<file path="src/rtl/dbg_cmd_engine.sv">
module dbg_cmd_engine #(
  parameter logic [11:0] XFER_CSR = 12'h7b2
) (
  input  logic        clk,
  input  logic        rst_n,
  input  logic        psel,
  input  logic        penable,
  input  logic        pwrite,
  input  logic [7:0]  paddr,
  input  logic [31:0] pwdata,
  output logic [31:0] prdata,
  output logic        pready,
  output logic        pslverr,
  output logic        hart_halt_req,
  output logic        hart_resume_req,
  output logic        hart_reset_req,
  input  logic        hart_halted,
  output logic [31:0] inj_word,
  output logic        inj_valid,
  input  logic        inj_ready,
  input  logic        xfer_wen,
  input  logic [31:0] xfer_wdata,
  output logic [31:0] xfer_rdata,
  input  logic        dbg_except,
  input  logic        exec_done
);

  localparam logic [7:0]  A_DATA0 = 8'h04;
  localparam logic [7:0]  A_CTRL  = 8'h10;
  localparam logic [7:0]  A_STAT  = 8'h11;
  localparam logic [7:0]  A_ACS   = 8'h16;
  localparam logic [7:0]  A_CMD   = 8'h17;
  localparam logic [7:0]  A_AUTO  = 8'h18;
  localparam logic [7:0]  A_PB0   = 8'h20;
  localparam logic [7:0]  A_PB1   = 8'h21;
  localparam logic [31:0] EBREAK  = 32'h0010_0073;
  localparam logic [6:0]  OP_SYS  = 7'h73;

  typedef enum logic [2:0] {S_IDLE, S_XFER, S_PB0, S_PB1, S_EBRK, S_WAIT} state_t;

  state_t      state_q;
  logic [31:0] data0_q, pb0_q, pb1_q, cmd_q;
  logic [2:0]  cmderr_q;
  logic        auto_q, halt_q, hrst_q, resume_q, ack_q;

  logic acc, wr, busy;
  assign acc  = psel & penable;
  assign wr   = acc & pwrite;
  assign busy = state_q != S_IDLE;

  logic cmd_wr, auto_hit, locked_wr, busy_err, go;
  assign cmd_wr    = wr && paddr == A_CMD;
  assign auto_hit  = acc && paddr == A_DATA0 && auto_q;
  assign locked_wr = wr && (paddr == A_CMD || paddr == A_AUTO || paddr == A_DATA0 ||
                            paddr == A_PB0 || paddr == A_PB1);
  assign busy_err  = busy && (locked_wr || auto_hit);
  assign go        = !busy && (cmd_wr || auto_hit);

  logic [31:0] cmd_src;
  logic        c_xfer, c_post, bad, launch;
  assign cmd_src = cmd_wr ? pwdata : cmd_q;
  assign c_xfer  = cmd_src[17];
  assign c_post  = cmd_src[18];
  assign bad     = cmd_src[31:24] != 8'd0 || cmd_src[23] || cmd_src[19] ||
                   (c_xfer && (cmd_src[22:20] != 3'd2 || cmd_src[15:5] != 11'h080));
  assign launch  = go && cmderr_q == 3'd0 && hart_halted && !bad;

  logic [2:0] err_set, err_clr, err_mid;
  always_comb begin
    err_clr = (wr && paddr == A_ACS) ? pwdata[10:8] : 3'd0;
    err_mid = cmderr_q & ~err_clr;
    err_set = 3'd0;
    if (busy_err)                          err_set = 3'd1;
    else if (busy && dbg_except)           err_set = 3'd3;
    else if (go && cmderr_q == 3'd0) begin
      if (!hart_halted)                    err_set = 3'd4;
      else if (bad)                        err_set = 3'd2;
    end
  end

  always_ff @(posedge clk or negedge rst_n) begin
    if (!rst_n) cmderr_q <= 3'd0;
    else        cmderr_q <= (err_mid == 3'd0 && err_set != 3'd0) ? err_set : err_mid;
  end

  always_ff @(posedge clk or negedge rst_n) begin
    if (!rst_n) begin
      state_q <= S_IDLE;
    end else if (busy && dbg_except) begin
      state_q <= S_IDLE;
    end else begin
      case (state_q)
        S_IDLE: if (launch) state_q <= c_xfer ? S_XFER : (c_post ? S_PB0 : S_IDLE);
        S_XFER: if (inj_ready) state_q <= cmd_q[18] ? S_PB0 : S_EBRK;
        S_PB0:  if (inj_ready) state_q <= S_PB1;
        S_PB1:  if (inj_ready) state_q <= S_EBRK;
        S_EBRK: if (inj_ready) state_q <= S_WAIT;
        S_WAIT: if (exec_done) state_q <= S_IDLE;
        default: state_q <= S_IDLE;
      endcase
    end
  end

  always_ff @(posedge clk or negedge rst_n) begin
    if (!rst_n) begin
      data0_q <= '0; pb0_q <= '0; pb1_q <= '0; cmd_q <= '0; auto_q <= 1'b0;
    end else begin
      if (!busy && wr) begin
        case (paddr)
          A_DATA0: data0_q <= pwdata;
          A_PB0:   pb0_q   <= pwdata;
          A_PB1:   pb1_q   <= pwdata;
          A_CMD:   cmd_q   <= pwdata;
          A_AUTO:  auto_q  <= pwdata[0];
          default: ;
        endcase
      end
      if (busy && xfer_wen) data0_q <= xfer_wdata;
    end
  end

  always_ff @(posedge clk or negedge rst_n) begin
    if (!rst_n) begin
      halt_q <= 1'b0; hrst_q <= 1'b0; resume_q <= 1'b0; ack_q <= 1'b0;
    end else begin
      if (resume_q && !hart_halted) begin
        resume_q <= 1'b0;
        ack_q    <= 1'b1;
      end
      if (wr && paddr == A_CTRL) begin
        halt_q <= pwdata[31];
        hrst_q <= pwdata[1];
        if (pwdata[30] && !pwdata[31] && hart_halted && !busy) begin
          resume_q <= 1'b1;
          ack_q    <= 1'b0;
        end
      end
    end
  end

  assign hart_halt_req   = halt_q;
  assign hart_resume_req = resume_q;
  assign hart_reset_req  = hrst_q;

  always_comb begin
    case (state_q)
      S_XFER:  inj_word = cmd_q[16] ? {XFER_CSR, 5'd0, 3'b010, cmd_q[4:0], OP_SYS}
                                    : {XFER_CSR, cmd_q[4:0], 3'b001, 5'd0, OP_SYS};
      S_PB0:   inj_word = pb0_q;
      S_PB1:   inj_word = pb1_q;
      S_EBRK:  inj_word = EBREAK;
      default: inj_word = 32'd0;
    endcase
  end
  assign inj_valid  = state_q == S_XFER || state_q == S_PB0 || state_q == S_PB1 || state_q == S_EBRK;
  assign xfer_rdata = data0_q;

  always_comb begin
    case (paddr)
      A_DATA0: prdata = data0_q;
      A_CTRL:  prdata = {halt_q, 29'd0, hrst_q, 1'b0};
      A_STAT:  prdata = {14'd0, ack_q, ack_q, 4'd0, !hart_halted, !hart_halted,
                         hart_halted, hart_halted, 4'd0, 4'd2};
      A_ACS:   prdata = {3'd0, 5'd2, 11'd0, busy, 1'b0, cmderr_q, 4'd0, 4'd1};
      A_AUTO:  prdata = {31'd0, auto_q};
      A_PB0:   prdata = pb0_q;
      A_PB1:   prdata = pb1_q;
      default: prdata = 32'd0;
    endcase
  end
  assign pready  = 1'b1;
  assign pslverr = 1'b0;

  a_r5_inject_halted: assert property (@(posedge clk) disable iff (!rst_n)
    inj_valid |-> hart_halted);
  a_r9_start_halted: assert property (@(posedge clk) disable iff (!rst_n)
    $rose(busy) |-> $past(hart_halted));
  a_r6_capture: assert property (@(posedge clk) disable iff (!rst_n)
    (busy && xfer_wen) |=> data0_q == $past(xfer_wdata));
  a_r10_pb_locked: assert property (@(posedge clk) disable iff (!rst_n)
    (busy && wr && paddr == A_PB0) |=> $stable(pb0_q) && cmderr_q != 3'd0);
  a_r11_exc_abort: assert property (@(posedge clk) disable iff (!rst_n)
    (busy && dbg_except) |=> !busy && cmderr_q != 3'd0);
  a_r3_resume_hold: assert property (@(posedge clk) disable iff (!rst_n)
    (hart_resume_req && hart_halted) |=> hart_resume_req);

endmodule

</file>
<file path="config.mk">
export PLATFORM = sky130hd
export DESIGN_NAME = dbg_cmd_engine
export DESIGN_NICKNAME = d
export VERILOG_FILES = /design/src/rtl/dbg_cmd_engine.sv
export SDC_FILE = /design/constraint.sdc
export NUM_CORES = 1
export LEC_CHECK = 0
export ABC_AREA = 1
export BUFFER_PORTS_ARGS = -buffer_cell sky130_fd_sc_hd__buf_2
export CORE_MARGIN = 2
export CORE_UTILIZATION = 45
export CTS_BUF_LIST = sky130_fd_sc_hd__clkbuf_8 sky130_fd_sc_hd__clkbuf_16
export CTS_CLUSTER_DIAMETER = 80
export CTS_CLUSTER_SIZE = 24
export DETAILED_ROUTE_END_ITERATION = 10
export GPL_ROUTABILITY_DRIVEN = 0
export HOLD_SLACK_MARGIN = 0.06
export PLACE_DENSITY = 0.71
export RECOVER_POWER = 25
export SLEW_MARGIN = 30
export SYNTH_ARGS = -nofsm -noshare
export SYNTH_HDL_FRONTEND = slang
export SYNTH_SLANG_ARGS = --single-unit
export TNS_END_PERCENT = 5
</file>
<file path="constraint.sdc">
create_clock -name clk -period 1.6 [get_ports clk]
set_clock_uncertainty 0.2 [all_clocks]
set_input_delay 0.16 -clock clk [delete_from_list [all_inputs] [get_ports clk]]
set_output_delay 0.16 -clock clk [all_outputs]
set_load 0.02 [all_outputs]
</file>
==> summary.txt, run 1 <==
Clock tree
  • Clock Path Buffers: 2
  • TritonCTS Buffers: 17
  • Htree depth: 4
  • CTS tree: built
  • Clock root buffer: clkbuf_16
  • Sink Count: between 100 and 150
  • Worst-Skew Late Latency: approximately 0.43 ns
  • Clock slew at reported path FFs: roughly 0.06 ns

Routing
  • DRT Wirelength: ~26000 microns
  • First DRT Iteration DRCs: about 800
  • Final ANT Viol Nets: 0
  • Via count: approximately 8k
  • Vias/cell: about 5.4
  • Per-cell routed wire length: between 15 and 20 microns
  • TritonRoute pass-1 iters: 5
  • DRC Markers: 0

Final layout
  • Antenna Diode Count: 0
  • Layout cells sized above 1: a little under a third
  • Most frequent cells in the layout: nand2_1, dfrtp_1, buf_2
  • Commonest non-fill, non-tap cell in the layout: nand2_1
  • Area grow syn2layout: 55.4%
  • Fin area: 11100 sq um
  • Fill cell count: roughly 1.2k
  • Core Util, Final: a little over two thirds
  • Final net count: 1347

STA
  • Max Slew Vio Count: 0
  • Post-route setup slack: -0.638 ns
  • Hold slack: about 0.054 ns
  • Final hold vios: 0
  • Max-slew headroom: between 50% and 60%
  • Fin Setup TNS: -56.55 ns
  • Tcrit/Tclk final: 140%
  • Min cycle time layout: 2.24 ns
  • Unrepaired setup endpoints after global routing: true
  • Final Setup Violations: 299
  • Max Freq: roughly 450 MHz
  • Worst-margin pin slew: between 0.6 and 0.7 ns

Logic synthesis
  • Top area cells in the synthesized netlist: dfrtp_1, nand2_1, o21ai_0
  • Post-synth ARST share: 100%
  • FF+latch count, synth: approximately 140
  • Area leader, netlist: dfrtp_1
  • Main combinational cell family by area after synthesis: compound AO/OA/AOI/OAI gates
  • Yosys warning count: 0
  • Cell area after synthesis: around 7000 sq um
  • Cells after Synth: about 920
  • Mean Syn Cell Area: 7.74 sq um
  • Seq/Total Area, Yosys: around 49%
  • Synth Area in Simple Gates: roughly a fifth
  • Post-synthesis mux area share: 0%
  • Ys flop type: dfrtp_1
  • Post-synthesis adder-cell area fraction: 0%
  • Post-Syn Nets: between 1k and 1.5k
  • Post-synth EDFFs: 0
  • Synth Area in Compound Gates: 21.4%
  • Synth top area share: 48.7%
  • Cell variety after synth: 33
  • XOR/XNOR Fraction of Synth Area: 0%

Setup path
  • R2r setup slk: -0.38 ns
  • Worst setup SP type: register
  • WP data arrival: 1.88 ns
  • Crit. End Element: output port
  • RR Endpoint: xfer_rdata[14]
  • Worst R2R Start: state_q[1]
  • Worst endpoint required time: 1.24 ns
  • Crit path max fanout: 4
  • Reg2Reg Depth: 9
  • Crit path kind: register to output port

Outcome
  • Failing checks: negative setup slack
  • Status: complete, but fails checks

GRT
  • Pin count of the biggest net entering global routing: 43
  • First-pass GRT wire length: 40400 microns
  • Total grt overflow: 0
  • Initial antenna violation count: 1
  • Vias in the first global route: 7776
  • Total track usage: approximately a third

Die
  • Rows: 46
  • Die Ht: approximately 130 microns
  • Die area: between 15000 and 20000 sq um
  • I/O pin cnt: about 180
  • Initial core utilization: 45.4%
  • Core area: approximately 16000 sq um
  • Die X: about 130 microns

Placement
  • Final HPWL from detailed placement: approximately 18000 microns
  • Placed cell area: roughly 9000 sq um
  • I/O Buffers: 181

Run
  • Max Cap Viol: 0

Power
  • Tot Pwr: 0.0124 W
  • Power density cells: ~1100 nW/um^2
  • Lkg Pwr: 5.58 nW
  • Peak supply drop: around 0.89 mV

Min path
  • Worst hold path class: primary input to register
  • Cells on Worst Hold Path: 3
  • Hold Path Origin: hart_halted
  • Hold EP: hart_resume_req
cells in the mapped netlist, types with 3 or more instances:
library cell  instances
a21oi_1              17
a221o_1               8
a221oi_1              4
a22oi_1               7
a31oi_1               6
buf_2                18
buf_4                 4
buf_6                 3
clkbuf_1             21
dfrtp_1             139
inv_1               103
inv_2                10
nand2_1             280
nand2_2               7
nand3_1              15
nor2_1               55
nor2_2                4
nor3_1                4
o2111ai_1             4
o211ai_1             42
o21ai_0             120
o21ai_1              25
o221ai_1             13
stage by stage:
stage               setup WS [ns]  cells
finish                     -0.638   1491
global route               -0.717   1491
CTS                        -0.588   1481
detailed placement         -0.253   1376
global placement           -0.268   1376
floorplan                  -0.111    922
power by group:
| group | internal, W | switching (W) | total (W) |
|---|---|---|---|
| Combinational | 0.00149 | 0.00240 | 0.00388 |
| Clock | 0.00274 | 0.00148 | 0.00422 |
| Sequential | 0.00397 | 0.000285 | 0.00426 |
| Total | 0.00820 | 0.00416 | 0.0124 |
critical path, cell delays in order (launching register included):
cell	delay [ns]
dfrtp_1	0.41
inv_2	0.09
nor2_4	0.04
inv_4	0.08
nor2_4	0.05
buf_4	0.13
buf_4	0.15
a221o_1	0.33
buf_2	0.17
what timing repair did:
| action | in CTS | in global routing |
|---|---|---|
| resized for setup | 119 | 76 |
| endpoints found under the setup margin | 193 | 305 |
| cloned | 1 | 0 |
| hold endpoints to repair | 270 | 1 |
| pin swaps | 7 | 6 |
| setup buffers | 5 | 9 |
| hold buffers | 70 | 1 |
metal layers:
layer / up-vias / GRT usage (%) / wire (microns)
met1: 3821 / 41.1 / 10600
li1: 3735 / - / -
met3: 80 / 5.86 / 2150
met2: 444 / 51.2 / 12500
met4: 2 / 14.2 / 927
met5: - / 0 / 16
flip-flops by register name, indices dropped and copies added, names as in the netlist:
signal	flops
hart_reset_req	1
auto_q	1
state_q	3
pb1_q	32
cmderr_q	3
xfer_rdata	32
hart_resume_req	1
pb0_q	32
hart_halt_req	1
cmd_q	32
ack_q	1
final cells by class:
cell class | instances | area, sq um | share of cell area, %
Clock buffer | 21 | 480 | 4.33
Tap cell | 216 | 270 | 2.44
Clock inverter | 8 | 143 | 1.29
Multi-Input combinational cell | 623 | 3290 | 29.7
Inverter | 114 | 445 | 4.02
Timing Repair Buffer | 370 | 2980 | 26.9
Sequential cell | 139 | 3480 | 31.4
cells by family (layout without fill, tap and decap cells):
kind of cell | Yosys count | after routing
buffers and inverters | 160 | 513
other | 2 | 2
AO/OA/AOI/OAI | 251 | 251
flip-flops | 139 | 139
AND/OR/NAND/NOR | 370 | 370
worst max path at each step:
stage,start,endpoint,depth (start not counted)
5_1_grt,state_q[1],inj_word[6],8
6_report,state_q[1],inj_word[0],8
2_1_floorplan,state_q[1],inj_word[14],8
3_3_place_gp,paddr[7],prdata[9],9
4_1_cts,state_q[2],inj_word[9],7
3_5_place_dp,paddr[3],prdata[8],7
No activity file was read; power rests on OpenSTA's default activity.
==> run 2, diff against run 1 <==
Settings changed: PLACE_DENSITY 0.71 to 0.69, REMOVE_ABC_BUFFERS set to 1.
Clock period 1.6 ns to 2.1 ns, I/O delays scaled along.
==> summary.txt, run 2 (synthesized netlist as in run 1, its figures left out) <==
Outcome
  • Status: complete, but fails checks
  • Failing checks: negative setup slack

Setup path
  • Worst setup SP type: register
  • Worst path cell trace: inv_2 > nor2_2 > inv_2 > nor2_4 > clkinvlp_4 > buf_8 > o21ai_0 > buf_2
  • Crit. End Element: output port
  • Largest stage delay on the critical path: 0.40 ns (about the same)
  • Crit path kind: register to output port
  • Worst R2R Start: state_q[1]
  • Reg2Reg Depth: 12 (+3)
  • R2r setup slk: 0.04 ns (+0.42 ns)
  • Critical path origin: state_q[1]
  • Worst endpoint required time: 1.69 ns (+0.45 ns)
  • CP dominant cell by count: inv_2
  • Slowest CP cell: dfrtp_1
  • WP data arrival: 1.91 ns (+0.03 ns)
  • RR Endpoint: state_q[0]
  • Crit path max fanout: 6 (+2)

Power
  • Internal cell power: 0.00598 W (-27%)
  • Sequential share of power: 35.6% (+1.1 points)
  • Lkg Pwr: 5.00 nW (-10%)
  • Comb power frac: 28.9% (-2.5 points)
  • Switching Share: 33.8% (+0.17 points)
  • Clock network power share: 35.5% (+1.4 points)
  • Power density cells: 906 nW/um^2 (-19%)
  • Peak supply drop: 0.590 mV (-33%)
  • Switching pwr: 0.00305 W (-27%)

Routing
  • DRT met1 WL: 10000 microns (-5.2%)
  • Final ANT Viol Nets: 0 (unchanged)
  • DRC Markers: 0 (unchanged)
  • Per-cell routed wire length: 16.9 microns (-4.2%)
  • First DRT Iteration DRCs: 614 (-23%)
  • Met2 routed WL: 11100 microns (-12%)
  • DRT Wirelength: 23800 microns (-9.2%)
  • Met3 WL: 1810 microns (-16%)
  • TritonRoute pass-1 iters: 5 (unchanged)
  • DR top layer: met4
  • Vias/cell: 5.32 (-1.9%)
  • Via count: 7515 (-7.0%)

Final layout
  • Commonest non-fill, non-tap cell in the layout: nand2_1
  • Final net count: 1267 (-5.9%)
  • Layout Cells excl Fill: 1413 (-5.2%)
  • Most frequent cells in the layout: nand2_1, buf_2, dfrtp_1
  • Fill cell count: 1387 (+17%)
  • FF/Latch Area: 3480 sq um (about the same)
  • Area grow syn2layout: 39.6%
  • Fin area: 9960 sq um (-10%)
  • Core Util, Final: 63.4% (-7.2 points)
  • Layout cells sized above 1: 24.8% (-6.4 points)
  • Antenna Diode Count: 0 (unchanged)
  • Area of the multi-input gates: 3080 sq um (-6.5%)

STA
  • Max Slew Vio Count: 0 (unchanged)
  • Worst-margin pin slew: 1.44 ns (+0.818 ns)
  • Tcrit/Tclk final: 111%
  • Hold slack: 0.0951 ns (+0.0408 ns)
  • Post-route setup slack: -0.223 ns (+0.415 ns)
  • Final hold vios: 0 (unchanged)
  • Max-slew headroom: 3.92% (-55 points)
  • Unrepaired setup endpoints after global routing: true
  • Final Setup Violations: 34 (-89%)
  • Max Freq: between 400 and 500 MHz
  • Min cycle time layout: roughly 2.3 ns

Clock tree
  • Sink Count: 139 (unchanged)
  • Clock slew at reported path FFs: 0.06 ns (about the same)
  • TritonCTS Buffers: 17 (unchanged)
  • Clock root buffer: clkbuf_16
  • CTS tree: built
  • Clock Path Buffers: 2 (unchanged)
  • Worst-Skew Late Latency: 0.42 ns (about the same)
  • Htree depth: 4 (unchanged)

Min path
  • Hold EP: auto_q
  • Hold Path Origin: paddr[3]
  • Cells on Worst Hold Path: 5 (+2)
  • Worst hold path class: primary input to register

Run
  • Max Cap Viol: 0 (unchanged)

Die
  • I/O pin cnt: 184 (unchanged)
  • Die area: 16900 sq um (unchanged)
  • Die Ht: 130 microns (unchanged)
  • Rows: 46 (unchanged)
  • Core area: 15700 sq um (unchanged)
  • Die X: 130 microns (unchanged)
  • Initial core utilization: 45.4% (unchanged)

GRT
  • Pin count of the biggest net entering global routing: 65 (+51%)
  • First-pass GRT wire length: 37200 microns (-8.0%)
  • Vias in the first global route: 7256 (-6.7%)
  • Total track usage: 29.0% (-2.4 points)
  • Initial antenna violation count: 0 (-1)
  • Total grt overflow: 0 (unchanged)

Placement
  • Final HPWL from detailed placement: 15700 microns (-10%)
  • Placed Instances: 1303 (-5.3%)
  • Placed cell area: 8440 sq um (-8.6%)
  • I/O Buffers: 181 (unchanged)
==> run 2: cell types whose count changed in the layout (fill, tap and decap cells not counted), moves of 9 or more <==
cell      delta
buf_6       -21
buf_12      -12
buf_4       -82
nand2_1      +9
o21ai_1     -49
buf_2       +43
o221ai_1    +11
o221ai_2    -11
o21ai_0     +55
==> run 2: what timing repair did <==
action | in CTS | in global routing
setup buffers | 7 | 2
resized for setup | 28 | 28
hold buffers | 70 | 0
endpoints found under the hold margin | 272 | 0
endpoints found under the setup margin | 34 | 99
pin swaps | 3 | 5
==> run 2: layout make-up <==
cell class,instances,share of cell area [%]
Sequential cell,139,34.9
Multi-Input combinational cell,623,30.9
Timing Repair Buffer,290,20.8
Clock buffer,19,4.55
Inverter,114,4.35
Tap cell,216,2.71
Clock inverter,12,1.73
==> run 2: worst max-delay path by stage <==
stage,endpoint,slack [ns]
global route,inj_word[5],-0.33
floorplan,pb1_q[0],-0.69
finish,inj_word[14],-0.22
detailed placement,inj_word[12],0.06
global placement,inj_word[9],0.09
CTS,inj_word[20],-0.15
==> run 2: worst max-delay path: cells and delay by family (launching register included) <==
family / cells / cell delay [ns]
AOI/OAI and AO/OA: 1 / 0.21
buffers and inverters: 5 / 0.65
DFF: 1 / 0.40
and+or+nand+nor: 2 / 0.21
==> run 2: stage by stage <==
step	TNS [ns]	power [W]	worst slack [ns]
2_1_floorplan	-57.96	0.00468	-0.690
3_3_place_gp	0	0.00562	0.0854
3_5_place_dp	0	0.00565	0.0620
4_1_cts	-3.46	0.00899	-0.152
5_1_grt	-7.98	0.00947	-0.330
6_report	-4.34	0.00903	-0.223
==> run 2: layer usage <==
layer	track usage, %	vias up
li1	-	3564
met1	37.8	3502
met2	47.1	379
met3	5.54	70
met4	13.7	0
met5	0	-
==> run 2: power groups by stage <==
stage	registers (W)	clock network [W]	logic, W
5_1_grt	0.00326	0.00337	0.00285
4_1_cts	0.00322	0.00323	0.00255
2_1_floorplan	0.00363	0	0.00105
3_5_place_dp	0.00327	0	0.00238
6_report	0.00322	0.00320	0.00261
3_3_place_gp	0.00326	0	0.00236
==> run 3, diff against run 2 <==
Settings changed: RECOVER_POWER 25 to 100.
==> summary.txt, run 3 (synthesized netlist as in run 1, its figures left out) <==
Setup path
  • WP data arrival: 1.91 ns (about the same)
  • Worst setup SP type: register
  • Worst R2R Start: state_q[1]
  • Worst endpoint required time: 1.69 ns (about the same)
  • Critical path origin: state_q[1]
  • Crit path max fanout: 6 (unchanged)
  • Crit. End Element: output port
  • Reg2Reg Depth: 9 (-3)
  • Crit path kind: register to output port
  • RR Endpoint: pb1_q[19]
  • CP endpoint: inj_word[14]
  • R2r setup slk: -0.04 ns (-0.08 ns)

STA
  • Fin Setup TNS: -4.86 ns (-0.520 ns)
  • Max Slew Vio Count: 0 (unchanged)
  • Final hold vios: 0 (unchanged)
  • Min cycle time layout: 2.32 ns (-0.00525 ns)
  • Unrepaired setup endpoints after global routing: true
  • Final Setup Violations: 49 (+44%)
  • Hold slack: 0.0885 ns (-0.00658 ns)
  • Max-slew headroom: 3.45% (-0.47 points)
  • Worst-margin pin slew: 1.45 ns (+0.00706 ns)
  • Tcrit/Tclk final: 110% (-0.25 points)
  • Post-route setup slack: -0.218 ns (+0.00525 ns)
  • Max Freq: 431 MHz (+0.23%)

Die
  • Die Ht: 130 microns (unchanged)
  • Core area: 15700 sq um (unchanged)
  • Initial core utilization: 45.4% (unchanged)
  • Die X: 130 microns (unchanged)
  • Rows: 46 (unchanged)
  • I/O pin cnt: 184 (unchanged)
  • Die area: 16900 sq um (unchanged)

Final layout
  • Most frequent cells in the layout: nand2_1, dfrtp_1, buf_2
  • Commonest non-fill, non-tap cell in the layout: nand2_1
  • Core Util, Final: 62.9% (-0.50 points)
  • Fin area: 9880 sq um (-0.79%)
  • Area grow syn2layout: 38.5%
  • Final net count: 1267 (unchanged)
  • Layout cells sized above 1: 20.7% (-4.1 points)
  • Antenna Diode Count: 0 (unchanged)

Routing
  • Vias/cell: 5.32 (about the same)
  • First DRT Iteration DRCs: 607 (-1.1%)
  • DRC Markers: 0 (unchanged)
  • TritonRoute pass-1 iters: 6 (+1)
  • Per-cell routed wire length: 16.9 microns (+0.18%)
  • Via count: 7517 (+0.027%)
  • Final ANT Viol Nets: 0 (unchanged)
  • DRT Wirelength: 23900 microns (+0.18%)

Power
  • Sequential share of power: 36.1% (+0.5 points)
  • Comb power frac: 28.1% (-0.8 points)
  • Clock network power share: 35.8% (+0.3 points)
  • Lkg Pwr: 4.86 nW (-2.7%)
  • Power density cells: 905 nW/um^2 (-0.15%)
  • Switching Share: 34.2% (+0.39 points)
  • Switching pwr: 0.00306 W (+0.19%)
  • Peak supply drop: 0.589 mV (-0.12%)
  • Internal cell power: 0.00589 W (-1.5%)

Clock tree
  • Htree depth: 4 (unchanged)
  • Worst-Skew Late Latency: 0.42 ns (about the same)
  • Sink Count: 139 (unchanged)
  • Clock Path Buffers: 2 (unchanged)
  • CTS tree: built
  • Clock slew at reported path FFs: 0.06 ns (about the same)
  • Clock root buffer: clkbuf_16
  • TritonCTS Buffers: 17 (unchanged)

Run
  • Max Cap Viol: 0 (unchanged)

Outcome
  • Status: complete, but fails checks
  • Failing checks: negative setup slack

Placement
  • Placed cell area: 8440 sq um (unchanged)
  • Final HPWL from detailed placement: 15700 microns (unchanged)
  • I/O Buffers: 181 (unchanged)

Min path
  • Worst hold path class: primary input to register

GRT
  • Vias in the first global route: 7256 (unchanged)
  • Total track usage: 29.0% (unchanged)
  • First-pass GRT wire length: 37200 microns (unchanged)
  • Initial antenna violation count: 0 (unchanged)
  • Pin count of the biggest net entering global routing: 65 (unchanged)
  • Total grt overflow: 0 (unchanged)
run 3: per-stage QoR:
stage,total power (W),instances,setup WS [ns]
2_1_floorplan,0.00468,876,-0.690
3_3_place_gp,0.00562,1303,0.0854
3_5_place_dp,0.00565,1303,0.0620
4_1_cts,0.00899,1411,-0.152
5_1_grt,0.00938,1413,-0.330
6_report,0.00895,1413,-0.218
run 3: area by class of cell:
class,instances,area [sq um]
clock buffers,19,453
clock inverters,12,173
fillers,1427,5830
inverters,114,433
multi-input cells,623,3070
flip-flops and latches,139,3480
well taps,216,270
repair buffers,290,2010
run 3: worst max-delay path, stage by stage, from the launching register on:
cell and delay (ns):
dfrtp_1 0.41, inv_2 0.06, nor2_2 0.08, inv_2 0.07, nor2_4 0.13, clkinvlp_4 0.15, buf_8 0.17, o21ai_0 0.20
buf_2 0.20
run 3: power by group through the flow:
stage	Sequential [W]	Clock [W]	Combinational [W]
2_1_floorplan	0.00363	0	0.00105
4_1_cts	0.00322	0.00323	0.00255
3_3_place_gp	0.00326	0	0.00236
5_1_grt	0.00327	0.00337	0.00275
3_5_place_dp	0.00327	0	0.00238
6_report	0.00323	0.00321	0.00251
run 3: worst min path at each step:
stage / cells after the start / slack, ns / start / end
after floorplan: 0 / -0.29 / rst_n / ack_q
after global placement: 1 / 0.01 / rst_n / xfer_rdata[23]
after detailed placement: 1 / 0.01 / rst_n / xfer_rdata[23]
after CTS: 5 / 0.07 / paddr[3] / auto_q
after global routing: 5 / 0.13 / paddr[3] / auto_q
final: 5 / 0.09 / paddr[3] / auto_q
run 3: layer usage:
metal	part of all wire [%]	track usage, %
met5	0	0
met4	4.0	13.7
met3	7.7	5.54
met2	46	47.1
met1	42	37.8
run 3: repair_timing:
action	in CTS	in global routing
gates resized for setup	28	28
setup buffers	7	2
pin swaps	3	5
setup endpoints to repair	34	99
endpoints found under the hold margin	272	0
hold buffers	70	0
